File: src/rtl/iso_tx_pkg.sv
package iso_tx_pkg;
  localparam int CSR_PKTRDY  = 0;
  localparam int CSR_URUN    = 2;
  localparam int CSR_DMAMODE = 10;
  localparam int CSR_FRCTOG  = 11;
  localparam int CSR_DMAEN   = 12;
  localparam int CSR_MODE    = 13;
  localparam int FSZ_DBL     = 4;
  localparam logic [1:0] PROTO_ISO = 2'b01;

  typedef enum logic [1:0] {
    CFG_SIZE = 2'd0,
    CFG_IVAL = 2'd1,
    CFG_FSZ  = 2'd2,
    CFG_TYPE = 2'd3
  } cfg_sel_e;

  // slot is due when the next tick completes the interval (0 acts as 1)
  function automatic logic slot_due(input logic [15:0] cnt, input logic [15:0] ival);
    logic [16:0] eff;
    eff = (ival == 16'd0) ? 17'd1 : {1'b0, ival};
    return ({1'b0, cnt} + 17'd1) >= eff;
  endfunction

  // interrupt cause combination
  function automatic logic irq_fire(input logic en, input logic dma, input logic done,
                                    input logic urun);
    return en & ((done & ~dma) | urun);
  endfunction
endpackage

File: src/rtl/iso_tx_slot_timer.sv
module iso_tx_slot_timer #(
  parameter int IVAL_W = 8
) (
  input  logic              clk,
  input  logic              rst_n,
  input  logic              ival_wr,
  input  logic [IVAL_W-1:0] ival_wdata,
  input  logic              frame_tick,
  output logic              slot
);
  import iso_tx_pkg::*;

  logic [IVAL_W-1:0] ival;
  logic [IVAL_W-1:0] cnt;

  assign slot = frame_tick & slot_due(16'(cnt), 16'(ival));

  always_ff @(posedge clk or negedge rst_n) begin
    if (!rst_n) begin
      ival <= '0;
      cnt  <= '0;
    end else if (ival_wr) begin
      ival <= ival_wdata;
      cnt  <= '0;
    end else if (frame_tick) begin
      cnt <= slot ? '0 : cnt + 1'b1;
    end
  end

  AST_SLOT_RESTART: assert property (@(posedge clk) disable iff (!rst_n)
    slot && !ival_wr |=> cnt == '0);
endmodule

File: src/rtl/iso_tx_pkt_queue.sv
module iso_tx_pkt_queue #(
  parameter int MAX_PKTS = 2
) (
  input  logic                          clk,
  input  logic                          rst_n,
  input  logic                          dbl,
  input  logic                          push_req,
  input  logic                          pop,
  output logic [$clog2(MAX_PKTS+1)-1:0] count,
  output logic                          room
);
  localparam int CW = $clog2(MAX_PKTS + 1);
  localparam logic [CW-1:0] CAP_DBL = CW'(MAX_PKTS);
  localparam logic [CW-1:0] CAP_ONE = CW'(1);

  logic [CW-1:0] cap;
  logic          push_ok;

  assign cap     = dbl ? CAP_DBL : CAP_ONE;
  assign room    = count < cap;
  assign push_ok = push_req & (room | pop);

  always_ff @(posedge clk or negedge rst_n) begin
    if (!rst_n)                count <= '0;
    else if (push_ok && !pop)  count <= count + 1'b1;
    else if (!push_ok && pop)  count <= count - 1'b1;
  end

  AST_NO_OVERFLOW: assert property (@(posedge clk) disable iff (!rst_n)
    !room && !pop |=> count == $past(count));
  AST_SAME_CYCLE: assert property (@(posedge clk) disable iff (!rst_n)
    push_req && pop |=> count == $past(count));
endmodule

File: src/rtl/iso_tx_ep_ctrl.sv
module iso_tx_ep_ctrl #(
  parameter int MPS_W    = 11,
  parameter int IVAL_W   = 8,
  parameter int MAX_PKTS = 2
) (
  input  logic             clk,
  input  logic             rst_n,
  input  logic             csr_wr,
  input  logic [15:0]      csr_wdata,
  input  logic             cfg_wr,
  input  logic [1:0]       cfg_sel,
  input  logic [15:0]      cfg_wdata,
  input  logic             int_en,
  input  logic             frame_tick,
  input  logic             eng_ack,
  output logic [15:0]      csr_rdata,
  output logic             eng_req,
  output logic [MPS_W-1:0] eng_len,
  output logic [3:0]       eng_ep,
  output logic [1:0]       eng_speed,
  output logic             dma_req,
  output logic             ep_irq
);
  import iso_tx_pkg::*;

  localparam int CW = $clog2(MAX_PKTS + 1);

  logic [MPS_W-1:0] maxp;
  logic [7:0]       ttype;
  logic             dbl, mode, dmaen, dmamode, urun_flag, busy, irq_q;
  logic [CW-1:0]    count;
  logic             room, slot, enabled, start, urun_evt, pop, push_req, ival_wr;
  logic             unused_bits;

  assign unused_bits = ^{csr_wdata[15:14], csr_wdata[CSR_FRCTOG], csr_wdata[9:3],
                         csr_wdata[1], cfg_wdata[15:8]};

  assign ival_wr  = cfg_wr && (cfg_sel == CFG_IVAL);
  assign push_req = csr_wr & csr_wdata[CSR_PKTRDY];
  assign pop      = eng_ack & busy;
  assign enabled  = mode & (ttype[5:4] == PROTO_ISO);
  assign start    = slot & enabled & (count != '0) & ~busy;
  assign urun_evt = slot & enabled & (count == '0) & ~busy;

  iso_tx_slot_timer #(.IVAL_W(IVAL_W)) u_timer (
    .clk(clk), .rst_n(rst_n), .ival_wr(ival_wr),
    .ival_wdata(cfg_wdata[IVAL_W-1:0]), .frame_tick(frame_tick), .slot(slot)
  );

  iso_tx_pkt_queue #(.MAX_PKTS(MAX_PKTS)) u_queue (
    .clk(clk), .rst_n(rst_n), .dbl(dbl), .push_req(push_req), .pop(pop),
    .count(count), .room(room)
  );

  always_ff @(posedge clk or negedge rst_n) begin
    if (!rst_n) begin
      maxp  <= '0;
      ttype <= '0;
      dbl   <= 1'b0;
    end else if (cfg_wr) begin
      case (cfg_sel)
        CFG_SIZE: maxp  <= cfg_wdata[MPS_W-1:0];
        CFG_FSZ:  dbl   <= cfg_wdata[FSZ_DBL];
        CFG_TYPE: ttype <= cfg_wdata[7:0];
        default:  ;
      endcase
    end
  end

  always_ff @(posedge clk or negedge rst_n) begin
    if (!rst_n) begin
      mode      <= 1'b0;
      dmaen     <= 1'b0;
      dmamode   <= 1'b0;
      urun_flag <= 1'b0;
    end else begin
      if (csr_wr) begin
        mode    <= csr_wdata[CSR_MODE];
        dmaen   <= csr_wdata[CSR_DMAEN];
        dmamode <= csr_wdata[CSR_DMAMODE];
      end
      if (urun_evt)                              urun_flag <= 1'b1;
      else if (csr_wr && !csr_wdata[CSR_URUN])   urun_flag <= 1'b0;
    end
  end

  always_ff @(posedge clk or negedge rst_n) begin
    if (!rst_n) begin
      busy  <= 1'b0;
      irq_q <= 1'b0;
    end else begin
      if (start)    busy <= 1'b1;
      else if (pop) busy <= 1'b0;
      irq_q <= irq_fire(int_en, dmaen, pop, urun_evt);
    end
  end

  always_comb begin
    csr_rdata              = '0;
    csr_rdata[CSR_PKTRDY]  = (count != '0);
    csr_rdata[CSR_URUN]    = urun_flag;
    csr_rdata[CSR_DMAMODE] = dmamode;
    csr_rdata[CSR_DMAEN]   = dmaen;
    csr_rdata[CSR_MODE]    = mode;
  end

  assign eng_req   = busy;
  assign eng_len   = maxp;
  assign eng_ep    = ttype[3:0];
  assign eng_speed = ttype[7:6];
  assign dma_req   = dmaen & room;
  assign ep_irq    = irq_q;

  AST_START_REQ: assert property (@(posedge clk) disable iff (!rst_n)
    start |=> eng_req);
  AST_DMA_ROOM: assert property (@(posedge clk) disable iff (!rst_n)
    dmaen && count == '0 |-> dma_req);
  AST_DONE_IRQ: assert property (@(posedge clk) disable iff (!rst_n)
    pop && !dmaen && int_en |=> ep_irq);
  AST_DMA_QUIET: assert property (@(posedge clk) disable iff (!rst_n)
    pop && dmaen |=> !ep_irq);
  AST_URUN_FLAG: assert property (@(posedge clk) disable iff (!rst_n)
    urun_evt |=> csr_rdata[CSR_URUN]);
endmodule

File: config.mk
export PLATFORM = sky130hd
export DESIGN_NAME = iso_tx_ep_ctrl
export DESIGN_NICKNAME = d
export VERILOG_FILES = /design/src/rtl/iso_tx_pkg.sv /design/src/rtl/iso_tx_slot_timer.sv /design/src/rtl/iso_tx_pkt_queue.sv /design/src/rtl/iso_tx_ep_ctrl.sv
export SDC_FILE = /design/constraint.sdc
export NUM_CORES = 1
export LEC_CHECK = 0
export BUFFER_PORTS_ARGS = -buffer_cell sky130_fd_sc_hd__buf_2
export CAP_MARGIN = 20
export CORE_UTILIZATION = 30
export CTS_CLUSTER_SIZE = 30
export DETAILED_ROUTE_END_ITERATION = 16
export GPL_TIMING_DRIVEN = 0
export SYNTH_ARGS = -nofsm -noshare
export SYNTH_HDL_FRONTEND = slang
export SYNTH_SLANG_ARGS = --single-unit
File: constraint.sdc
create_clock -name clk -period 4.45 [get_ports clk]
set_input_delay 0.2225 -clock clk [delete_from_list [all_inputs] [get_ports clk]]
set_output_delay 0.2225 -clock clk [all_outputs]
set_load 0.01 [all_outputs]
=== Word-level counts from Yosys, hierarchy flattened ===
Index checks and enable logic that the tools add are counted.

* Register bits after elaboration: 44
* Bits of input ports: 41
* Output and inout bits: 36
* Word-level logic and storage cells: 68

* $add $sub $neg: 4
* $lt $le $gt $ge: 2
* Equality and inequality tests: 4
* Muxes and demuxes: 11
* Bitwise gates (word level): 17
* Reductions and logical operators: 18

{| class="wikitable"
|+ Operator list
! operator !! number
|-
| 8-bit two-way mux || 4
|-
| 17-bit >= comparator || 1
|-
| 1-bit bitwise AND || 13
|-
| 2-bit nonzero test || 5
|-
| 8-bit by 1-bit adder with 9-bit output, second input constant || 1
|-
| 8-bit by 1-bit adder with 8-bit output, second input constant || 1
|-
| 8-bit zero test || 1
|-
| 2-bit two-way mux || 3
|-
| 2-bit AND reduction || 3
|-
| 2-bit by 1-bit equality test with 1-bit output, second input constant || 2
|-
| 2-bit equality test, second input constant || 2
|-
| 1-bit logical AND || 4
|-
| 2-bit zero test || 2
|-
| 1-bit two-way mux || 4
|-
| 1-bit zero test || 3
|-
| 2-bit by 1-bit adder with 2-bit output, second input constant || 1
|-
| 2-bit less-than comparator || 1
|-
| 1-bit inverter || 2
|-
| 1-bit bitwise OR || 2
|-
| 2-bit by 1-bit subtractor with 2-bit output, second input constant || 1
|}

=== Logic depth before layout (Yosys ltp) ===
* Word-level depth: 9
* Depth in mapped cells: 11

=== Modules after synthesis ===
From an unflattened synthesis, not the netlist that was laid out.

* Cells, all modules: 213
* Area total of the unflattened synthesis: 2,391.0 µm²

{| class="wikitable"
|+ Modules (own cells, without submodules)
! module !! instances !! cells an instance !! area an instance (µm²) !! seq. area each (µm²)
|-
| iso_tx_ep_ctrl || 1 || 90 || 1,213.7 || 650.6
|-
| iso_tx_slot_timer || 1 || 110 || 1,043.5 || 400.4
|-
| iso_tx_pkt_queue || 1 || 13 || 133.9 || 50.0
|}

=== Least setup slack after synthesis ===
OpenSTA, ideal clock, no wires.

* Path type: reg2reg
* Start: register u_timer.cnt[0]
* End: register busy, in the netlist eng_req
* Setup time: 0.120 ns
* Arrival time: 2.253 ns
* Data required time: 4.330 ns
* Setup slack: 2.077 ns
* Stages on the path, launching flop included: 12
* Buffers on the path: 1
* Clock period less this slack: 2.373 ns
* Path through: dfrtp_1 > ha_1 > and3_1 > buf_6 > nand3_1 > xnor2_1 > ha_1 > a21o_1 > a32o_1 > nor3_2 > nand2_2 > a41o_1

* Cells in the longest elaborated chain, start to end: 7
* Elaborated cells between the ends (all ways): 8

{| class="wikitable"
|+ RTL lines
! element !! line !! text
|-
| start: declaration || iso_tx_slot_timer.sv:14 || <nowiki>logic [IVAL_W-1:0] cnt;</nowiki>
|-
| start signal: assignment || iso_tx_slot_timer.sv:26 || <nowiki>cnt <= slot ? '0 : cnt + 1'b1;</nowiki>
|-
| 8-bit by 1-bit adder with 9-bit output * || iso_tx_pkg.sv:22 || <nowiki>return ({1'b0, cnt} + 17'd1) >= eff;</nowiki>
|-
| 17-bit >= comparator * || iso_tx_pkg.sv:22 ||
|-
| 1-bit bitwise AND * || iso_tx_slot_timer.sv:16 || <nowiki>assign slot = frame_tick & slot_due(16'(cnt), 16'(ival));</nowiki>
|-
| 1-bit bitwise AND * (3 in a row) || iso_tx_ep_ctrl.sv:42 || <nowiki>assign start = slot & enabled & (count != '0) & ~busy;</nowiki>
|-
| 1-bit two-way mux / 2-bit nonzero test (equally long branches) || -- ||
|-
| end signal: assignment || iso_tx_ep_ctrl.sv:89 || <nowiki>busy <= 1'b0;</nowiki>
|-
| end signal: assignment || iso_tx_ep_ctrl.sv:92 || <nowiki>if (start) busy <= 1'b1;</nowiki>
|-
| end signal: assignment || iso_tx_ep_ctrl.sv:93 || <nowiki>else if (pop) busy <= 1'b0;</nowiki>
|-
| end: declaration || iso_tx_ep_ctrl.sv:30 || <nowiki>logic dbl, mode, dmaen, dmamode, urun_flag, busy, irq_q;</nowiki>
|}

Mark *: on every way between the ends. The rest lies on a longest branch, timed or not.
A chain may end at the register's enable or synchronous reset.

=== Worst setup path in the final report ===
Ends and elaborated chain as after synthesis.

==> impl_metrics.yaml <==
outcome:
  outcome: "complete, no violations"
sta:
  slew_headroom_pct: 63.1
  finalSetupTns_ns: 0
  hold_ws_ns: 0.139
  worst_pin_slew_ns: 0.554
  setup_viol: 0
  finalCriticalPeriod_ns: 2.70
  hold_viol: 0
  rsz0062_at_grt: "no"
  finalMaxSlewViolations: 0
  skew_ns: 0.00617
  period_share_pct: 60.8
  max_freq_mhz: 370
detailed_routing:
  drtAntennaViolNets: 0
  drt_iter0_drc: 67
  via_per_inst: 4.39
  vias: 1629
  wl_per_cell_um: 11.4
  wirelength_um: 4230
  remaining_drc_errors: 0
  drt_first_pass_iters: 4
power_and_ir_drop:
  power.density_mw_per_mm2: 403
  p_clk_share_pct: 25.8
  netSwitchingPower_mw: 0.342
  power_frac_comb_pct: 28.8
  pwr-share-seq_pct: 45.4
  leakage_nw: 1.43
  total_power_mw: 1.16
  vdd_drop_max_mv: 0.159
  netSwitchingFraction_pct: 29.5
  p_int_mw: 0.816
critical_path:
  r2r_start: "u_timer.cnt[0]"
  critical_path_class: "reg2reg"
  worstSetupStartpointType: "flip-flop"
  r2r_cells: 11
  worst_ep_required_time_ns: 4.64
  worstPathCellList: "ha_1 > and3_1 > buf_6 > nand3_1 > xnor2_1 > ha_1 > a21o_1 > a32o_1 > nor3_2 > nand2_2 > a41o_1"
  path_depth: 11
  crit_buf_inv: 1
  critPathSlowestCell: "dfrtp_1"
  crit_start: "u_timer.cnt[0]"
  slowest_delay_ns: 0.42
  path_max_fanout: 10
  cp.arrival_ns: 2.89
  crit_top_cell: "ha_1"
  cp-end-kind: "flip-flop"
  path_delay_family: "compound AO/OA/AOI/OAI gates"
min_path:
  hold_path_class: "in2reg"
  min_path_cells: 3
  hold_start: "csr_wdata[12]"
yosys:
  syn-instance-count: 203
  async_reset_ff_share_pct: 100
  syn_area_mm2: 0.00233
  synth_ff_type: "dfrtp_1"
  yosysWarnings: 0
  avgSynthCellArea_um2: 11.5
  yosysUniqueCellTypes: 36
  synth_edf_count: 0
  seq_area_frac_synth_pct: 47.2
  ys_ff_latch: 44
clocking:
  cts_setup_buffers: 0
  cts_buffers: 5
  clock_latency_ns: 0.30
  cts-root-buf: "clkbuf_8"
  clkTransAtPathRegs_ns: 0.08
  cts.sink_count: 44
  tritoncts: "done"
  h-tree-depth: 2
  cts_resized: 0
  ctsHoldBuffers: 0
  clock_tree.buffer_depth: 2
global_route:
  grtUsageTotal_pct: 11.2
  grt_max_degree: 45
  grt_overflow: 0
  antenna_found_initial: 0
  grt_pass1_vias: 1628
  grt_pass1_wl_um: 7480
floorplan:
  initial_utilization_pct: 31.6
  boundaryPins: 77
  die_area_mm2: 0.00813
  core_area_mm2: 0.00737
  die_h_um: 90.2
  fp.dieW_um: 90.2
  num_rows: 31
finish:
  stdcell_area_mm2: 0.00288
  fillers: 759
  ff_latch_area_mm2: 0.00110
  fin_cells: 371
  multi_input_area_mm2: 0.00104
  area_delta_synth_final_pct: 23.3
  diodes: 0
  nets: 323
  drive_gt1_share_pct: 42.3
placement:
  hpwl_um: 3150
  place.gp.congestion: 0.824
  dpl_cell_area_mm2: 0.00274
  dp.cells: 361
  portBuffers: 49
run:
  cap_viol_max_count: 0
==> through the flow <==
step | setup WS [ns] | util, %
2_1_floorplan | 2.08 | -
3_3_place_gp | 1.76 | 37.2
3_5_place_dp | 1.79 | 37.2
4_1_cts | 1.74 | 38.6
5_1_grt | 1.57 | 39.0
6_report | 1.75 | 39.0
==> flip-flops by register name, indices dropped and copies added (netlist names), 2 cells and up <==
name	count
eng_len	11
u_timer.ival	8
u_timer.cnt	8
ttype	8
u_queue.count	2
==> metal layers <==
| metal | track usage (%) | share of wire (%) | vias up |
|---|---|---|---|
| met1 | 13.8 | 47 | 776 |
| met3 | 3.05 | 3.8 | 7 |
| met5 | 0 | 0 | - |
| met4 | 4.03 | 1.6 | 0 |
| li1 | - | - | 815 |
| met2 | 18.8 | 48 | 31 |
==> kinds of logic (layout without fill, tap and decap cells) <==
logic type | after synthesis | after routing | share of synthesized area (%)
AND/OR/NAND/NOR | 46 | 46 | 11.7
multiplexers | 30 | 30 | 14.5
buffers and inverters | 37 | 96 | 9.71
other | 1 | 11 | 0.161
adder cells (fa/ha/maj) | 11 | 11 | 5.90
AO/OA/AOI/OAI | 25 | 25 | 7.46
flip-flops | 44 | 44 | 47.2
XOR/XNOR | 9 | 9 | 3.38
==> final cells by class <==
class,instances,area share [%]
flip-flops and latches,44,38.3
clock inverters,2,1.22
clock buffers,6,2.52
repair buffers,51,9.57
inverters,9,1.17
plain buffers,28,6.70
multi-input cells,132,36.2
well taps,99,4.31
==> worst paths after layout <==
kind / to / slack, ns
max in group asynchronous: eng_len[8] / 3.58
worst min register to register: u_queue.count[1] / 0.49
worst min-delay path: dmaen / 0.14
min in group asynchronous: u_timer.cnt[2] / 0.39
worst max register to register: eng_req / 1.75
worst max-delay path: eng_req / 1.75
==> worst reg2reg max path: stages (launching register included) <==
cell     delay [ns]
dfrtp_1        0.42
ha_1           0.25
and3_1         0.19
buf_6          0.12
nand3_1        0.09
xnor2_1        0.22
ha_1           0.28
a21o_1         0.17
a32o_1         0.22
nor3_2         0.18
nand2_2        0.19
a41o_1         0.27
==> power by group through the flow <==
stage / logic, mW / registers (mW) / clock network, mW
after detailed placement: 0.334 / 0.534 / 0
after floorplan: 0.226 / 0.532 / 0
after global placement: 0.327 / 0.531 / 0
after global routing: 0.377 / 0.538 / 0.326
final: 0.334 / 0.525 / 0.299
after CTS: 0.336 / 0.526 / 0.310
==> Yosys cell counts, types with 3 or more instances <==
| cell type | number | area [um^2] |
|---|---|---|
| dfrtp_1 | 44 | 1100 |
| mux2_2 | 30 | 338 |
| buf_4 | 21 | 158 |
| nand3_1 | 12 | 60.1 |
| ha_1 | 11 | 138 |
| o21ai_0 | 11 | 55.1 |
| inv_1 | 9 | 33.8 |
| nand3b_1 | 8 | 60.1 |
| clkbuf_1 | 5 | 18.8 |
| nand2_1 | 5 | 18.8 |
| xor2_1 | 5 | 43.8 |
| nand2b_1 | 4 | 25.0 |
| nor2_1 | 4 | 15.0 |
| xnor2_1 | 4 | 35.0 |
| a21oi_1 | 3 | 15.0 |
| and3_1 | 3 | 18.8 |
==> cell usage in the layout (no fill, tap or decap), drive strengths merged, types with 2 or more instances in the layout <==
master	synthesis	routed
buf	23	73
dfrtp	44	44
mux2	30	30
nand3	12	12
o21ai	11	11
ha	11	11
conb	1	11
clkbuf	5	11
inv	9	9
nand3b	8	8
nand2	6	6
xor2	5	5
nand2b	4	4
xnor2	4	4
nor2	4	4
and3	3	3
a21oi	3	3
a41o	2	2
nor3b	2	2
nor2b	2	2
a211oi	2	2
Note: power is estimated with default switching activity, not from simulation.
